### src/rtl/pwclk_pkg.sv
package pwclk_pkg;
    localparam int INT_W  = 12;
    localparam int FRAC_W = 12;
    localparam int NSRC   = 3;
    localparam logic [7:0] WR_KEY = 8'h5A;

    // source codes that map onto src_tick[0..NSRC-1]
    localparam logic [3:0] SRC_CODE [NSRC] = '{4'd1, 4'd6, 4'd7};

    typedef struct packed {
        logic [1:0] shape;
        logic       invert;
        logic       kill;
        logic       enable;
        logic [3:0] src;
    } ctl_t;

    typedef struct packed {
        logic [INT_W-1:0]  whole;
        logic [FRAC_W-1:0] frac;
    } div_t;

    function automatic logic [31:0] pack_ctl(ctl_t c, logic busy);
        return {21'd0, c.shape, c.invert, busy, 1'b0, c.kill, c.enable, c.src};
    endfunction
endpackage

### src/rtl/pwclk_regs.sv
module pwclk_regs
    import pwclk_pkg::*;
(
    input  logic        clk,
    input  logic        rst,
    input  logic        wr_en,
    input  logic        wr_sel,
    input  logic [31:0] wr_data,
    input  logic        busy,
    output ctl_t        ctl_q,
    output div_t        div_q
);
    logic key_ok;
    assign key_ok = (wr_data[31:24] == WR_KEY);

    always_ff @(posedge clk) begin
        if (rst) begin
            ctl_q <= '0;
            div_q <= '0;
        end else if (wr_en && key_ok) begin
            if (!wr_sel) begin
                ctl_q.enable <= wr_data[4];
                ctl_q.kill   <= wr_data[5];
                ctl_q.invert <= wr_data[8];
                if (!busy) begin
                    ctl_q.src   <= wr_data[3:0];
                    ctl_q.shape <= wr_data[10:9];
                end
            end else if (!busy) begin
                div_q <= wr_data[INT_W+FRAC_W-1:0];
            end
        end
    end


    keyless_write_chk: assert property (@(posedge clk) disable iff (rst)
        (wr_en && wr_data[31:24] != WR_KEY) |=> ($stable(ctl_q) && $stable(div_q)));

    locked_div_chk: assert property (@(posedge clk) disable iff (rst)
        busy |=> $stable(div_q));

    locked_src_chk: assert property (@(posedge clk) disable iff (rst)
        busy |=> ($stable(ctl_q.src) && $stable(ctl_q.shape)));
endmodule

### src/rtl/pwclk_srcsel.sv
module pwclk_srcsel
    import pwclk_pkg::*;
(
    input  logic [3:0]      code,
    input  logic [NSRC-1:0] src_tick,
    output logic            tick
);
    logic [NSRC-1:0] hit;
    for (genvar i = 0; i < NSRC; i++) begin : g_src
        assign hit[i] = (code == SRC_CODE[i]) && src_tick[i];
    end
    assign tick = |hit;
endmodule

### src/rtl/pwclk_engine.sv
module pwclk_engine #(
    parameter int INT_W  = 12,
    parameter int FRAC_W = 12
) (
    input  logic              clk,
    input  logic              rst,
    input  logic              tick,
    input  logic              enable,
    input  logic              kill,
    input  logic              frac_on,
    input  logic [INT_W-1:0]  whole,
    input  logic [FRAC_W-1:0] frac,
    output logic              busy,
    output logic              pulse,
    output logic              level
);
    localparam int CW = INT_W + 1;

    logic [CW-1:0]     cnt_q, eff_int, plen, cnt_inc;
    logic [FRAC_W-1:0] acc_q;
    logic              extra_q, last;
    logic [FRAC_W:0]   acc_sum;

    always_comb begin
        eff_int = (whole < INT_W'(2)) ? CW'(2) : {1'b0, whole};
        plen    = eff_int + CW'(extra_q);
        cnt_inc = cnt_q + CW'(1);
        last    = (cnt_inc == plen);
        acc_sum = {1'b0, acc_q} + {1'b0, (frac_on ? frac : FRAC_W'(0))};
    end

    always_ff @(posedge clk) begin
        if (rst || kill) begin
            busy    <= 1'b0;
            pulse   <= 1'b0;
            level   <= 1'b0;
            cnt_q   <= '0;
            acc_q   <= '0;
            extra_q <= 1'b0;
        end else if (!busy) begin
            pulse <= 1'b0;
            if (enable) begin
                busy    <= 1'b1;
                level   <= 1'b1;
                cnt_q   <= '0;
                acc_q   <= '0;
                extra_q <= 1'b0;
            end else begin
                level <= 1'b0;
            end
        end else if (tick) begin
            if (last) begin
                pulse   <= 1'b1;
                cnt_q   <= '0;
                acc_q   <= acc_sum[FRAC_W-1:0];
                extra_q <= acc_sum[FRAC_W];
                busy    <= enable;
                level   <= enable;
            end else begin
                pulse <= 1'b0;
                cnt_q <= cnt_inc;
                level <= (cnt_inc < (plen >> 1));
            end
        end else begin
            pulse <= 1'b0;
        end
    end


    kill_stops_chk: assert property (@(posedge clk) disable iff (rst)
        kill |=> (!busy && !pulse));

    single_pulse_chk: assert property (@(posedge clk) disable iff (rst)
        pulse |=> !pulse);

    busy_drop_chk: assert property (@(posedge clk) disable iff (rst)
        $fell(busy) |-> (pulse || $past(kill)));

    busy_rise_chk: assert property (@(posedge clk) disable iff (rst)
        $rose(busy) |-> $past(enable));
endmodule

### src/rtl/pwclk_gen.sv
module pwclk_gen
    import pwclk_pkg::*;
(
    input  logic            clk,
    input  logic            rst,
    input  logic            wr_en,
    input  logic            wr_sel,
    input  logic [31:0]     wr_data,
    input  logic            rd_sel,
    output logic [31:0]     rd_data,
    input  logic [NSRC-1:0] src_tick,
    output logic            clk_pulse,
    output logic            clk_level
);
    ctl_t ctl_q;
    div_t div_q;
    logic busy, tick, lvl_raw;

    pwclk_regs u_regs (
        .clk(clk), .rst(rst), .wr_en(wr_en), .wr_sel(wr_sel),
        .wr_data(wr_data), .busy(busy), .ctl_q(ctl_q), .div_q(div_q)
    );

    pwclk_srcsel u_src (
        .code(ctl_q.src), .src_tick(src_tick), .tick(tick)
    );

    pwclk_engine #(.INT_W(INT_W), .FRAC_W(FRAC_W)) u_eng (
        .clk(clk), .rst(rst), .tick(tick), .enable(ctl_q.enable),
        .kill(ctl_q.kill), .frac_on(ctl_q.shape != 2'd0),
        .whole(div_q.whole), .frac(div_q.frac),
        .busy(busy), .pulse(clk_pulse), .level(lvl_raw)
    );

    assign clk_level = lvl_raw ^ ctl_q.invert;
    assign rd_data   = rd_sel ? {8'd0, div_q} : pack_ctl(ctl_q, busy);


    idle_level_chk: assert property (@(posedge clk) disable iff (rst)
        !busy |=> (!busy || clk_level != ctl_q.invert || lvl_raw));
endmodule

### config.mk
export PLATFORM = sky130hd
export DESIGN_NAME = pwclk_gen
export DESIGN_NICKNAME = d
export VERILOG_FILES = /design/src/rtl/pwclk_pkg.sv /design/src/rtl/pwclk_regs.sv /design/src/rtl/pwclk_srcsel.sv /design/src/rtl/pwclk_engine.sv /design/src/rtl/pwclk_gen.sv
export SDC_FILE = /design/constraint.sdc
export NUM_CORES = 1
export LEC_CHECK = 0
export BUFFER_PORTS_ARGS = -buffer_cell sky130_fd_sc_hd__buf_2
export CAP_MARGIN = 5
export CORE_MARGIN = 2
export CORE_UTILIZATION = 50
export DETAILED_ROUTE_END_ITERATION = 7
export PLACE_DENSITY_LB_ADDON = 0.08
export RECOVER_POWER = 50
export SKIP_LAST_GASP = 1
export SLEW_MARGIN = 10
export SYNTH_ARGS = -nofsm -noshare
export SYNTH_HDL_FRONTEND = slang
export SYNTH_SLANG_ARGS = --single-unit
export TNS_END_PERCENT = 10
### constraint.sdc
create_clock -name clk -period 5.8 [get_ports clk]
set_clock_uncertainty 0.1 [all_clocks]
set_input_delay 0.29 -clock clk [delete_from_list [all_inputs] [get_ports clk]]
set_output_delay 0.29 -clock clk [all_outputs]
set_load 0.03 [all_outputs]
==> impl_summary.log, run 1 <==
[metrics] WHS: 0.0794 ns
[metrics] post-synthesis xor/xnor area fraction: 0.0880
[metrics] run status: completed
[metrics] class of the tightest hold or removal check: in2reg
[metrics] TritonCTS sink count: 62
[metrics] leakage power summed over all cells: 1.91 nW
[metrics] combinational family with the most area after synthesis: simple AND/OR/NAND/NOR gates
[metrics] Core Util, Final: 0.588
[metrics] arrival time of the worst setup path: 3.91 ns
[metrics] Worst setup startpoint: u_regs.div_q[22]
[metrics] yosys synthesis warning count: 0
[metrics] DIE HEIGHT: 97.1 um
[metrics] reported max-cap violation count: 0
[metrics] number of placement rows: 33
[metrics] setup repair after global routing missed its margin: false
[metrics] layout cell share with drive strength beyond 1: 0.171
[metrics] hold_buf cts: 0
[metrics] Worst Setup End Kind: flip-flop
[metrics] Layout Area Growth over Synthesis: 12.6%
[metrics] PD cells: 192 mW/mm^2
[metrics] # DRC: 0
[metrics] TritonCTS buffer count: 9
[metrics] final total negative setup slack: 0 ns
[metrics] Boundary Pins: 74
[metrics] post-synthesis cell count: 511
[metrics] vias in the first global route: 3467
[metrics] multiplexer share of the synthesized area: 0.102
[metrics] setup violators final: 0
[metrics] count of buffers from port buffering: 65
[metrics] basic-gate share of the synthesized area counting and, or, nand and nor cells: 0.255
[metrics] largest fanout of any net on the critical path: 21
[metrics] count of inserted antenna diode cells: 0
[metrics] Placed Area: 0.00467 sq mm
[metrics] design area: 0.00488 sq mm
[metrics] type of the worst setup path: reg2reg
[metrics] routed length per instance: 15.3 um
[metrics] instance count after placement with tap cells included: 656
[metrics] global-route congestion overflow total: 0
[metrics] final wirelength: 10.3 mm
[metrics] startpoint class of the critical path: flip-flop
[metrics] reg2reg setup slack: 2.06 ns
[metrics] core area: 0.00830 sq mm
[metrics] ordered list of cells on the worst path: nor4_1 > nand3_1 > and2_1 > ha_1 > ha_1 > nand3_1 > nor3_2 > o21ai_0 > a211oi_1 > nand3b_4 > nand4_2 > or2_4 > o21ai_0
[metrics] Slew HR: 0.0321
[metrics] final count of hold timing violations: 0
[metrics] CTS tree: built
[metrics] antenna-violating nets left: 0
[metrics] delay contributed by the slowest stage of the critical path: 0.49 ns
[metrics] post-synthesis sequential area ratio: 0.286
[metrics] number of synthesized flops with an enable pin: 0
[metrics] Net count, final: 629
[metrics] slew at the pin closest to its max-slew limit: 1.45 ns
[metrics] buffers inserted during post-CTS setup optimization: 0
[metrics] post-synthesis compound-gate area fraction: 0.137
[metrics] average size of a mapped cell: 8.48 sq um
[metrics] Worst Reg2Reg Path Length in Cells: 13
[metrics] post-synthesis share of cell area spent on full adders, half adders and majority gates: 0.0797
[metrics] DRT iter0 DRCs: 152
[metrics] H-tree depth reported by CTS: 3
[metrics] post-CTS resize count: 0
[metrics] clock latency of the later-clocked register in the worst-skew pair: 0.34 ns
[metrics] worst flop-to-flop path endpoint: u_eng.acc_q[0]
[metrics] Fmax: 0.267 GHz
[metrics] Crit-path slowest cell: dfxtp_1
[metrics] leading register cell type out of synthesis: dfxtp_1
[metrics] wire length of the first global-routing pass: 17.0 mm
[metrics] final worst path period share: 0.645
[metrics] Slew Limit Fails: 0
[metrics] clock tree root buffer cell: clkbuf_8
[metrics] detailed-routing iteration count for the pre-antenna-repair pass: 4
[metrics] capture point of the critical path: u_eng.acc_q[0]
[metrics] die width: 97.1 um
[metrics] number of antenna violations at the first check in global routing: 0
[metrics] largest net degree at the start of global routing: 36
[metrics] via-per-instance ratio: 5.62
[metrics] worst supply voltage drop on vdd: 0.122 mV
[metrics] starting density of the core: 0.522
[metrics] global placer's final weighted congestion: 0.905
[metrics] summed instance area of the synthesized netlist: 0.00433 sq mm
[metrics] critical register-to-register path startpoint: u_regs.div_q[22]
[metrics] count of distinct cell types in the synthesized netlist: 61
[metrics] die area: 0.00943 sq mm
[metrics] clock edge transition at the registers on the reported setup and hold paths: 0.08 ns
[metrics] overall track demand over capacity in global routing: 0.218
[metrics] required time at the worst-slack endpoint: 5.97 ns
[metrics] final critical-path required period: 3.74 ns
[metrics] maximum buffer depth of the clock tree: 2
[metrics] total via count in the routed design: 3778
[metrics] share of flip-flops with an asynchronous set or reset: 0
[metrics] dpl hpwl: 7.74 mm
[metrics] final cell count without fillers: 672
[metrics] most common cell after layout, fill and taps aside: dfxtp_1
[metrics] most frequent cells in the layout: dfxtp_1, nor2_1, buf_2, mux2i_1, nand2_1
[metrics] flop and latch count out of synthesis: 62
[Yosys cell counts (5+ instances only)]
cell | count | area, sq um
a31oi_1 | 5 | 31.3
o211ai_1 | 17 | 128
inv_1 | 11 | 41.3
nand3_1 | 19 | 95.1
xnor2_1 | 26 | 228
xor2_1 | 12 | 105
a22oi_1 | 5 | 37.5
ha_1 | 26 | 325
dfxtp_1 | 62 | 1240
mux2i_1 | 34 | 340
nand4_1 | 7 | 43.8
o21ai_0 | 15 | 75.1
nand2_1 | 33 | 124
nor3_1 | 15 | 75.1
a21oi_1 | 14 | 70.1
nor4_1 | 9 | 56.3
nor2_1 | 54 | 203
buf_2 | 8 | 40.0
nor2b_1 | 15 | 93.8
buf_4 | 8 | 60.1
o21ai_1 | 10 | 50.1
clkbuf_1 | 18 | 67.6
mux2_2 | 9 | 101
and3_1 | 6 | 37.5
and2_1 | 17 | 106
[metrics by stage]
stage,worst slack (ns),total power [W]
global placement,2.20,0.000473
finish,2.06,0.000937
detailed placement,2.08,0.000473
global route,1.64,0.000966
CTS,2.06,0.000944
floorplan,2.61,0.000460
[cells by family after synthesis]
group / Yosys count
AND/OR/NAND/NOR: 202
AO/OA/AOI/OAI: 89
flip-flops: 62
buffers and inverters: 46
multiplexers: 43
XOR/XNOR: 41
adder cells (fa/ha/maj): 27
other: 1
[per-layer routing]
layer / wire [um] / vias to the layer above / share of wire / global-route usage
li1: - / 1911 / - / -
met1: 5020 / 1742 / 0.49 / 0.319
met2: 4520 / 109 / 0.44 / 0.324
met3: 553 / 16 / 0.054 / 0.0367
met4: 174 / 0 / 0.017 / 0.0726
met5: 0 / - / 0 / 0
[critical path: cells and delay by family (launching register included)]
family	cells	cell delay, ns
AO/OA/AOI/OAI	3	0.66
flip-flops	1	0.49
AND/OR/NAND/NOR	8	2.00
adder cells (fa/ha/maj)	2	0.41
[worst min path at each step]
stage                    startpoint                to  slack (ns)  cells after the start
CTS                      wr_data[6]   u_regs.div_q[6]        0.07                      3
floorplan                wr_data[4]   u_regs.ctl_q[4]        0.34                      2
global route            wr_data[11]  u_regs.div_q[11]        0.09                      3
detailed placement   u_eng.acc_q[5]    u_eng.acc_q[5]        0.40                      2
finish                  wr_data[11]  u_regs.div_q[11]        0.08                      3
global placement    u_eng.acc_q[10]   u_eng.acc_q[10]        0.39                      2
[sequential cells by signal, indices dropped and copies added (netlist names)]
signal and count:
u_regs.div_q 24, u_eng.cnt_q 13, u_eng.acc_q 12, u_regs.ctl_q 9, u_eng.busy 1, u_eng.extra_q 1
u_eng.level 1, u_eng.pulse 1
[report_power, final]
part	switching, W	leakage (nW)	internal (W)
Clock	0.000186	0.124	0.000288
Combinational	0.0000248	1.29	0.0000128
Sequential	0.000000190	0.499	0.000425
[layout make-up]
type,instances,area (sq um)
Tap cell,105,131
Fill cell,763,3420
Inverter,11,41.3
Clock buffer,9,124
Timing Repair Buffer,68,322
Multi-Input combinational cell,410,2900
Sequential cell,62,1240
Clock inverter,7,121
No activity file was read; power rests on OpenSTA's default activity.
==> run 2, diff against run 1 <==
clock period = 3.8 ns   (was 5.8 ns; I/O delays follow)
==> run 2 against run 1 <==
  * Via count increased by 2.8%
  * Largest cell class unchanged
  * Sequential share of layout area decreased by 1.2 points
  * Clock-buffer cell count unchanged
  * Non-clock buffer count increased by 28
  * Critical path type unchanged
==> impl_summary.log, run 2 (synthesis gave the netlist of run 1 again) <==
[metrics] run status: completed
[metrics] TritonCTS sink count: 62 (unchanged)
[metrics] clock edge transition at the registers on the reported setup and hold paths: 0.07 ns (about the same)
[metrics] total via count in the routed design: 3884 (+2.8%)
[metrics] # DRC: 0 (unchanged)
[metrics] required time at the worst-slack endpoint: 3.98 ns (-1.99 ns)
[metrics] detailed-routing iteration count for the pre-antenna-repair pass: 5 (+1)
[metrics] most frequent cells in the layout: dfxtp_1, nor2_1, buf_2, mux2i_1, nand2_1
[metrics] number of placement rows: 33 (unchanged)
[metrics] setup violators final: 0 (unchanged)
[metrics] Reg with most FFs: u_regs.div_q
[metrics] sink of the worst hold path: u_regs.ctl_q[1]
[metrics] layout cell share with drive strength beyond 1: 0.173 (+0.00203)
[metrics] Top Registers: u_regs.div_q (24), u_eng.cnt_q (13), u_eng.acc_q (12)
[metrics] slew at the pin closest to its max-slew limit: 1.39 ns (-0.0574 ns)
[metrics] arrival time of the worst setup path: 3.65 ns (-0.26 ns)
[metrics] clock latency of the later-clocked register in the worst-skew pair: 0.35 ns (about the same)
[metrics] critical register-to-register path startpoint: u_regs.div_q[15]
[metrics] final count of hold timing violations: 0 (unchanged)
[metrics] wire length of the first global-routing pass: 18.3 mm (+7.6%)
[metrics] buffers inserted during post-CTS setup optimization: 0 (unchanged)
[metrics] area used by multi-input combinational logic: 0.00291 sq mm (+0.22%)
[metrics] largest fanout of any net on the critical path: 6 (-71%)
[metrics] worst supply voltage drop on vdd: 0.203 mV (+67%)
[metrics] ordered list of cells on the worst path: nor4_1 > nand3_1 > and2_1 > ha_1 > ha_1 > nand3_2 > nor3_1 > xnor2_1 > ha_1 > o21a_1 > o21a_1 > o2111ai_1 > a31oi_1 > a2111oi_1 > nand2_1 > a21oi_1
[metrics] Design Power: 0.00138 W (+48%)
[metrics] worst flop-to-flop path endpoint: u_eng.level
[metrics] Boundary Pins: 74 (unchanged)
[metrics] sequential cell area in the final layout: 0.00124 sq mm (unchanged)
[metrics] CTS tree: built
[metrics] H-tree depth reported by CTS: 3 (unchanged)
[metrics] dpl hpwl: 7.82 mm (+1.1%)
[metrics] Largest register FFs: 24 (unchanged)
[metrics] DIE HEIGHT: 97.1 um (unchanged)
[metrics] global-route congestion overflow total: 0 (unchanged)
[metrics] largest net degree at the start of global routing: 36 (unchanged)
[metrics] DRT iter0 DRCs: 140 (-7.9%)
[metrics] Worst Setup End Kind: flip-flop
[metrics] class of the tightest hold or removal check: in2reg
[metrics] startpoint class of the critical path: flip-flop
[metrics] final critical-path required period: 3.46 ns (-0.279 ns)
[metrics] final wirelength: 10.7 mm (+4.5%)
[metrics] die width: 97.1 um (unchanged)
[metrics] Slew HR: 0.0704 (+0.0383)
[metrics] worst setup margin: 0.338 ns (-1.72 ns)
[metrics] core area: 0.00830 sq mm (unchanged)
[metrics] hold path depth: 3 (unchanged)
[metrics] Fmax: 0.289 GHz (+8.0%)
[metrics] global placer's final weighted congestion: 0.843 (-6.8%)
[metrics] number of antenna violations at the first check in global routing: 0 (unchanged)
[metrics] count of inserted antenna diode cells: 0 (unchanged)
[metrics] via-per-instance ratio: 5.55 (-1.3%)
[metrics] final worst path period share: 0.911 (+0.266)
[metrics] count of buffers from port buffering: 65 (unchanged)
[metrics] Layout Area Growth over Synthesis: 18.2%
[metrics] TritonCTS buffer count: 9 (unchanged)
[metrics] sum of buffers and inverters on the critical path: 0 (unchanged)
[metrics] most common cell after layout, fill and taps aside: dfxtp_1
[metrics] cell family with the largest share of critical-path delay: compound AO/OA/AOI/OAI gates
[metrics] type of the worst setup path: reg2reg
[metrics] reported max-cap violation count: 0 (unchanged)
[metrics] clock tree root buffer cell: clkbuf_8
[metrics] starting density of the core: 0.522 (unchanged)
[metrics] Worst Reg2Reg Path Length in Cells: 16 (+3)
[metrics] PD cells: 270 mW/mm^2 (+41%)
[metrics] number of cells on the critical path: 16 (+3)
[metrics] post-placement worst setup slack: 0.321 ns (-1.76 ns)
[metrics] reg2reg setup slack: 0.34 ns (-1.72 ns)
[metrics] antenna-violating nets left: 0 (unchanged)
[metrics] Net count, final: 657 (+4.5%)
[metrics] vias in the first global route: 3716 (+7.2%)
[metrics] Slew Limit Fails: 0 (unchanged)
[metrics] die area: 0.00943 sq mm (unchanged)
[metrics] Crit-path slowest cell: a2111oi_1
[metrics] maximum buffer depth of the clock tree: 2 (unchanged)
[metrics] overall track demand over capacity in global routing: 0.237 (+0.0189)
[metrics] delay contributed by the slowest stage of the critical path: 0.44 ns (-0.05 ns)
[metrics] leakage power summed over all cells: 2.01 nW (+5.0%)
[metrics] routed length per instance: 15.3 um (+0.37%)
[metrics] hold path start: wr_data[1]
[metrics] fill cell instance count of the final layout: 745 (-2.4%)
[metrics] WHS: 0.0185 ns (-0.0609 ns)
[metrics] cell mode on critical path: ha_1
## run 2: cell count changes in the layout (fill, tap and decap cells not counted), moves of 2 or more
cell	before	now
buf_4	2	9
buf_2	47	45
clkinvlp_4	0	2
dlygate4sd3_1	0	21
and2_0	8	6
and2_1	9	11
clkbuf_1	19	21
## run 2: area by class of cell
class / instances / area share
repair buffers: 96 / 0.114
inverters: 11 / 0.00806
clock inverters: 7 / 0.0191
multi-input cells: 410 / 0.567
well taps: 105 / 0.0256
clock buffers: 9 / 0.0242
flip-flops and latches: 62 / 0.242
## run 2: timing repair
action                                  in CTS  in global routing
endpoints found under the setup margin       0                  1
hold buffers                                21                  0
resized for setup                            0                  2
endpoints found under the hold margin       22                  0
## run 2: tightest hold or removal path: cells and delay by family
family,cells,cell delay (ns)
and+or+nand+nor,1,0.07
buffers and inverters,1,0.10
muxes,1,0.07
## run 2: how the worst max path moves through the flow
| stage | slack [ns] | from | endpoint |
|---|---|---|---|
| after floorplan | 0.61 | u_regs.div_q[14] | u_eng.level |
| after CTS | 0.29 | u_regs.div_q[15] | u_eng.level |
| after global placement | 0.43 | u_regs.div_q[23] | u_eng.level |
| after global routing | -0.04 | u_regs.div_q[15] | u_eng.level |
| after detailed placement | 0.32 | u_regs.div_q[15] | u_eng.level |
| final | 0.34 | u_regs.div_q[15] | u_eng.level |
## run 2: power by group
part	switching (W)	internal (W)
logic	0.0000417	0.0000344
clock network	0.000287	0.000371
registers	0.000000292	0.000649
## run 2: routing by layer
metal  up-vias  GRT usage  part of all wire
met1      1806      0.335              0.48
met3        12     0.0338             0.041
met2       103      0.369              0.47
met5         -          0                 0
met4         0     0.0813             0.012
li1       1963          -                 -
## run 2: through the flow
step,cells,area (sq um),setup TNS [ns],util
detailed placement,663,4720,0,0.569
floorplan,518,4360,0,-
global placement,663,4720,0,0.569
CTS,700,5150,0,0.621
global route,700,5120,-0.0418,0.617
finish,700,5120,0,0.617
